--- src/rtl/result_port_pkg.sv ---
package result_port_pkg;
  typedef enum logic {
    SEL_UPPER = 1'b0,
    SEL_LOWER = 1'b1
  } byte_sel_e;
endpackage

--- src/rtl/port_edge_sense.sv ---
module port_edge_sense #(
  parameter int          N    = 2,
  parameter logic [N-1:0] INIT = '0
) (
  input  logic         clk,
  input  logic         rst_n,
  input  logic [N-1:0] lvl,
  output logic [N-1:0] rise
);
  for (genvar i = 0; i < N; i++) begin : g_bit
    logic last_q;
    always_ff @(posedge clk or negedge rst_n) begin
      if (!rst_n) last_q <= INIT[i];
      else        last_q <= lvl[i];
    end
    assign rise[i] = lvl[i] & ~last_q;
  end
endmodule

--- src/rtl/port_result_hold.sv ---
module port_result_hold #(
  parameter int CODE_W = 10
) (
  input  logic              clk,
  input  logic              rst_n,
  input  logic              eoc,
  input  logic [CODE_W-1:0] code,
  output logic [CODE_W-1:0] res
);
  always_ff @(posedge clk or negedge rst_n) begin
    if (!rst_n)   res <= '0;
    else if (eoc) res <= code;
  end

  // capture on the eoc strobe, otherwise hold
  assert_capture_R6: assert property (@(posedge clk) disable iff (!rst_n)
    eoc |=> res == $past(code));
  assert_hold_R6: assert property (@(posedge clk) disable iff (!rst_n)
    !eoc |=> $stable(res));
endmodule

--- src/rtl/port_byte_ptr.sv ---
module port_byte_ptr
  import result_port_pkg::*;
(
  input  logic      clk,
  input  logic      rst_n,
  input  logic      busy_rise,
  input  logic      rd_done,
  output byte_sel_e sel
);
  always_ff @(posedge clk or negedge rst_n) begin
    if (!rst_n)         sel <= SEL_UPPER;
    else if (busy_rise) sel <= SEL_UPPER;
    else if (rd_done)   sel <= (sel == SEL_UPPER) ? SEL_LOWER : SEL_UPPER;
  end

  assert_restart_R5: assert property (@(posedge clk) disable iff (!rst_n)
    busy_rise |=> sel == SEL_UPPER);
  assert_alternate_R4: assert property (@(posedge clk) disable iff (!rst_n)
    (rd_done && !busy_rise) |=> sel != $past(sel));
  assert_no_move_R8: assert property (@(posedge clk) disable iff (!rst_n)
    (!rd_done && !busy_rise) |=> $stable(sel));
endmodule

--- src/rtl/dual_byte_result_port.sv ---
module dual_byte_result_port
  import result_port_pkg::*;
#(
  parameter int CODE_W = 10,
  parameter int BUS_W  = 8
) (
  input  logic              clk,
  input  logic              rst_n,
  input  logic              cs_n,
  input  logic              rd_n,
  input  logic              busy,
  input  logic              eoc,
  input  logic [CODE_W-1:0] code,
  output logic [BUS_W-1:0]  dbus,
  output logic              dbus_oe,
  output logic              rd_stale
);
  localparam int LO_W  = CODE_W - BUS_W;
  localparam int PAD_W = BUS_W - LO_W;

  logic [1:0]        rise;
  logic              rd_rise, busy_rise, rd_done;
  logic [CODE_W-1:0] res;
  byte_sel_e         sel;
  logic [BUS_W-1:0]  hi_byte, lo_byte;

  // index 0: rd_n (idles high), index 1: busy (idles low)
  port_edge_sense #(.N(2), .INIT(2'b01)) u_edges (
    .clk(clk), .rst_n(rst_n), .lvl({busy, rd_n}), .rise(rise)
  );
  assign rd_rise   = rise[0];
  assign busy_rise = rise[1];
  assign rd_done   = rd_rise & ~cs_n & ~busy;

  port_result_hold #(.CODE_W(CODE_W)) u_hold (
    .clk(clk), .rst_n(rst_n), .eoc(eoc), .code(code), .res(res)
  );

  port_byte_ptr u_ptr (
    .clk(clk), .rst_n(rst_n), .busy_rise(busy_rise), .rd_done(rd_done), .sel(sel)
  );

  assign hi_byte = res[CODE_W-1:LO_W];
  if (PAD_W > 0) begin : g_pad
    assign lo_byte = {res[LO_W-1:0], {PAD_W{1'b0}}};
  end else begin : g_nopad
    assign lo_byte = res[BUS_W-1:0];
  end

  assign dbus_oe  = ~cs_n & ~rd_n;
  assign rd_stale = dbus_oe & busy;
  always_comb begin
    dbus = '0;
    if (dbus_oe) dbus = (sel == SEL_LOWER) ? lo_byte : hi_byte;
  end

  assert_bus_idle_R1: assert property (@(posedge clk) disable iff (!rst_n)
    (cs_n || rd_n) |-> (!dbus_oe && dbus == '0));
  assert_stale_flag_R7: assert property (@(posedge clk) disable iff (!rst_n)
    (dbus_oe && busy) |-> rd_stale);
  assert_lower_fill_R3: assert property (@(posedge clk) disable iff (!rst_n)
    (dbus_oe && sel == SEL_LOWER) |-> dbus[PAD_W-1:0] == '0);
endmodule

--- config.mk ---
export PLATFORM = sky130hd
export DESIGN_NAME = dual_byte_result_port
export DESIGN_NICKNAME = d
export VERILOG_FILES = /design/src/rtl/result_port_pkg.sv /design/src/rtl/port_edge_sense.sv /design/src/rtl/port_result_hold.sv /design/src/rtl/port_byte_ptr.sv /design/src/rtl/dual_byte_result_port.sv
export SDC_FILE = /design/constraint.sdc
export NUM_CORES = 1
export LEC_CHECK = 0
export ABC_AREA = 0
export BUFFER_PORTS_ARGS = -buffer_cell sky130_fd_sc_hd__buf_2
export CAP_MARGIN = 30
export CORE_MARGIN = 2
export CORE_UTILIZATION = 34
export DETAILED_ROUTE_END_ITERATION = 16
export PLACE_DENSITY = 0.64
export SYNTH_ARGS = -nofsm -noshare
export SYNTH_HDL_FRONTEND = slang
export SYNTH_SLANG_ARGS = --single-unit
export TNS_END_PERCENT = 50
--- constraint.sdc ---
create_clock -name clk -period 1.8 [get_ports clk]
set_clock_uncertainty 0.05 [all_clocks]
set_input_delay 0.36 -clock clk [delete_from_list [all_inputs] [get_ports clk]]
set_output_delay 0.36 -clock clk [all_outputs]
set_load 0.005 [all_outputs]
==> impl_metrics.xml <==
<?xml version="1.0" encoding="UTF-8"?>
<metrics>
  <group name="worst_setup_path">
    <metric name="critPathKind" unit="">register to output pin</metric>
    <metric name="worst_ep_required_time" unit="ps">1390</metric>
    <metric name="maximum_fanout_along_the_worst_path" unit="">6</metric>
    <metric name="reg2reg_slack" unit="ps">610</metric>
    <metric name="worst_ep_arrival_time" unit="ps">1300</metric>
    <metric name="endpoint_kind" unit="">output pin</metric>
    <metric name="setup.worst_path.start_class" unit="">register</metric>
  </group>
  <group name="clock_network">
    <metric name="cts_buffers" unit="">3</metric>
    <metric name="cts_num_sinks" unit="">13</metric>
    <metric name="cts_max_level" unit="">1</metric>
    <metric name="worst_setup_hold_path_clk_slew" unit="ps">80</metric>
    <metric name="clock_tree.root_cell" unit="">clkbuf_4</metric>
    <metric name="clock_path_buffers" unit="">2</metric>
    <metric name="clk_latency" unit="ps">270</metric>
    <metric name="tritoncts" unit="">done</metric>
  </group>
  <group name="sta">
    <metric name="worst_pin_slew" unit="ps">275</metric>
    <metric name="finalCritPeriodShare" unit="">0.950</metric>
    <metric name="setup_tns_final" unit="ps">0</metric>
    <metric name="hold_viol_final" unit="">0</metric>
    <metric name="setup_viol" unit="">0</metric>
    <metric name="relSlewSlack" unit="">0.817</metric>
    <metric name="slew_viol_final" unit="">0</metric>
    <metric name="final_critical_path_time_including_i_o_delays_and_setup" unit="ps">1710</metric>
    <metric name="setup_slack" unit="ps">90.0</metric>
    <metric name="setup_repair_after_global_routing_missed_its_margin" unit="">no</metric>
    <metric name="fmax" unit="MHz">585</metric>
  </group>
  <group name="floorplan">
    <metric name="coreArea" unit="mm²">0.00152</metric>
    <metric name="fp.dieArea" unit="mm²">0.00197</metric>
    <metric name="io_pins" unit="">26</metric>
    <metric name="die_w" unit="µm">44.4</metric>
    <metric name="starting_utilization_of_the_core_area" unit="">0.364</metric>
    <metric name="floorplan.rows" unit="">14</metric>
    <metric name="die_height" unit="µm">44.4</metric>
  </group>
  <group name="placed_design">
    <metric name="placement.cell_area" unit="µm²">702</metric>
    <metric name="dpl.hpwl" unit="µm">763</metric>
    <metric name="io_buffer_count" unit="">25</metric>
    <metric name="globalplace.congestion" unit="">0.687</metric>
    <metric name="dp_slack" unit="ps">344</metric>
  </group>
  <group name="power">
    <metric name="p_leak" unit="nW">0.367</metric>
    <metric name="vdd.ir_drop.worst" unit="V">0.000537</metric>
    <metric name="power_density" unit="mW/mm²">813</metric>
  </group>
  <group name="logic_synthesis">
    <metric name="netlist_instances" unit="">41</metric>
    <metric name="synth-seq-cells" unit="">13</metric>
    <metric name="synth.largest_area_cell" unit="">dfrtp_1</metric>
    <metric name="synthDistinctLibCells" unit="">12</metric>
    <metric name="post-synth-top-count-cell" unit="">dfrtp_1</metric>
    <metric name="ys.flop_type" unit="">dfrtp_1</metric>
    <metric name="netlist_top_cells_count" unit="">dfrtp_1 (12), mux2_2 (10), and2_1 (7), nor3_1 (3), mux2i_1 (2)</metric>
    <metric name="proportion_of_register_bits_with_asynchronous_set_or_reset_after_synthesis" unit="">1.00</metric>
    <metric name="syn_std_cell_area" unit="µm²">554</metric>
    <metric name="ys_seq_area_frac" unit="">0.589</metric>
    <metric name="post_synth.cell_area_avg" unit="µm²">13.5</metric>
    <metric name="ys_top_cells_by_area" unit="">dfrtp_1 (54%), mux2_2 (20%), and2_1 (7.9%)</metric>
    <metric name="mappedNetlistNets" unit="">57</metric>
    <metric name="yosys_warnings" unit="">0</metric>
    <metric name="synth_edf_count" unit="">0</metric>
    <metric name="synth.top_cell.area_share" unit="">0.542</metric>
  </group>
  <group name="grt">
    <metric name="grt_pass1_vias" unit="">365</metric>
    <metric name="grt_max_degree" unit="">14</metric>
    <metric name="global_route.overflow_total" unit="">0</metric>
    <metric name="antenna_found_initial" unit="">0</metric>
    <metric name="first_pass_grt_wire_length" unit="µm">1670</metric>
    <metric name="grt_util_all_layers" unit="">0.128</metric>
  </group>
  <group name="detailed_routing">
    <metric name="drt_drc_violations_left" unit="">0</metric>
    <metric name="number_of_drc_violations_after_detailed_routing_iteration_0" unit="">6</metric>
    <metric name="drt-total-wl" unit="µm">988</metric>
    <metric name="drtAntennaViolNets" unit="">0</metric>
    <metric name="post_drt_wl_per_cell" unit="µm">11.4</metric>
    <metric name="route.vias.total" unit="">408</metric>
    <metric name="via_to_cell_ratio" unit="">4.69</metric>
    <metric name="1st_pass_router_iterations" unit="">3</metric>
  </group>
  <group name="layout">
    <metric name="antenna_diodes" unit="">0</metric>
    <metric name="finish.net_count" unit="">88</metric>
    <metric name="final_design_area_no_fill" unit="µm²">738</metric>
    <metric name="post_route_cells_drive_above_1_share" unit="">0.563</metric>
    <metric name="area_grow_syn2layout" unit="%">33.2</metric>
  </group>
  <group name="flow_run">
    <metric name="drv.max_cap_violation_count" unit="">0</metric>
  </group>
  <group name="hold_path">
    <metric name="hold_class" unit="">input pin to register</metric>
  </group>
  <group name="status">
    <metric name="outcome" unit="">complete, no violations</metric>
  </group>
</metrics>
-- cell type report --
class | instances | area (µm²)
fillers | 143 | 786
flip-flops and latches | 13 | 327
multi-input cells | 27 | 223
repair buffers | 27 | 143
clock buffers | 4 | 26.3
well taps | 16 | 20.0
-- metal layers --
metal,global-route usage,vias to the layer above,part of all wire
met1,0.159,189,0.43
met2,0.182,17,0.48
met5,0,-,0
li1,-,200,-
met3,0.0735,2,0.072
met4,0.0545,0,0.015
-- metrics by stage --
step / total power, mW / hold WS [ps] / std cells / utilization
after floorplan: 0.383 / 14.4 / 41 / -
after global placement: 0.426 / 210 / 82 / 0.461
after detailed placement: 0.429 / 209 / 82 / 0.461
after CTS: 0.611 / 158 / 87 / 0.484
after global routing: 0.642 / 151 / 87 / 0.484
final: 0.600 / 163 / 87 / 0.484
-- logic make-up (layout without fill, tap and decap cells) --
group	after synthesis	in the layout	share of synthesized area
buf+inv	1	31	0.00902
flops	13	13	0.589
compound gates	1	1	0.00902
mux	12	12	0.239
simple gates	14	14	0.153
-- state kept, by name, summed over array words and instances (netlist names) --
register,flops
u_edges.g_bit.last_q,2
u_hold.res,10
u_ptr.sel,1
-- critical path, stage by stage, from the launching register on --
cell,delay [ps]
dfrtp_1,440
nor3_1,210
buf_4,160
and2_1,110
buf_2,100
-- timing repair --
action,in CTS,in global routing
gates resized for setup,0,0
hold buffers,1,0
endpoints found under the setup margin,0,0
hold endpoints to repair,12,0
buffers inserted,0,0
-- layout by cell type (no fill, tap or decap), drive strengths merged --
cell	netlist	final
buf	1	26
dfrtp	12	12
mux2	10	10
and2	7	7
clkbuf	0	4
nor3	3	3
mux2i	2	2
nor2	1	1
or4b	1	1
or2b	1	1
nand3	1	1
o21ai	1	1
dlygate4sd3	0	1
dfstp	1	1
-- path summary, 6_finish.rpt --
path / startpoint / to / depth (start not counted)
max in group asynchronous: rst_n / u_edges.g_bit[0].last_q$_DFF_PN1_ / 2
worst min-delay path: busy / u_edges.g_bit[1].last_q$_DFF_PN0_ / 1
worst min register to register: u_hold.res[7]$_DFFE_PN0P_ / u_hold.res[7]$_DFFE_PN0P_ / 1
worst max-delay path: u_ptr.sel$_DFFE_PN0P_ / dbus[3] / 4
min in group asynchronous: rst_n / u_hold.res[2]$_DFFE_PN0P_ / 2
worst max register to register: u_edges.g_bit[0].last_q$_DFF_PN1_ / u_ptr.sel$_DFFE_PN0P_ / 3
-- report_power, final --
group	leakage, nW	total (mW)	internal [mW]	switching (mW)
clock network	0.0150	0.178	0.0859	0.0921
logic	0.199	0.0882	0.0539	0.0343
registers	0.152	0.334	0.320	0.0140
total	0.367	0.600	0.459	0.140
Note: power is estimated with default switching activity, not from simulation.
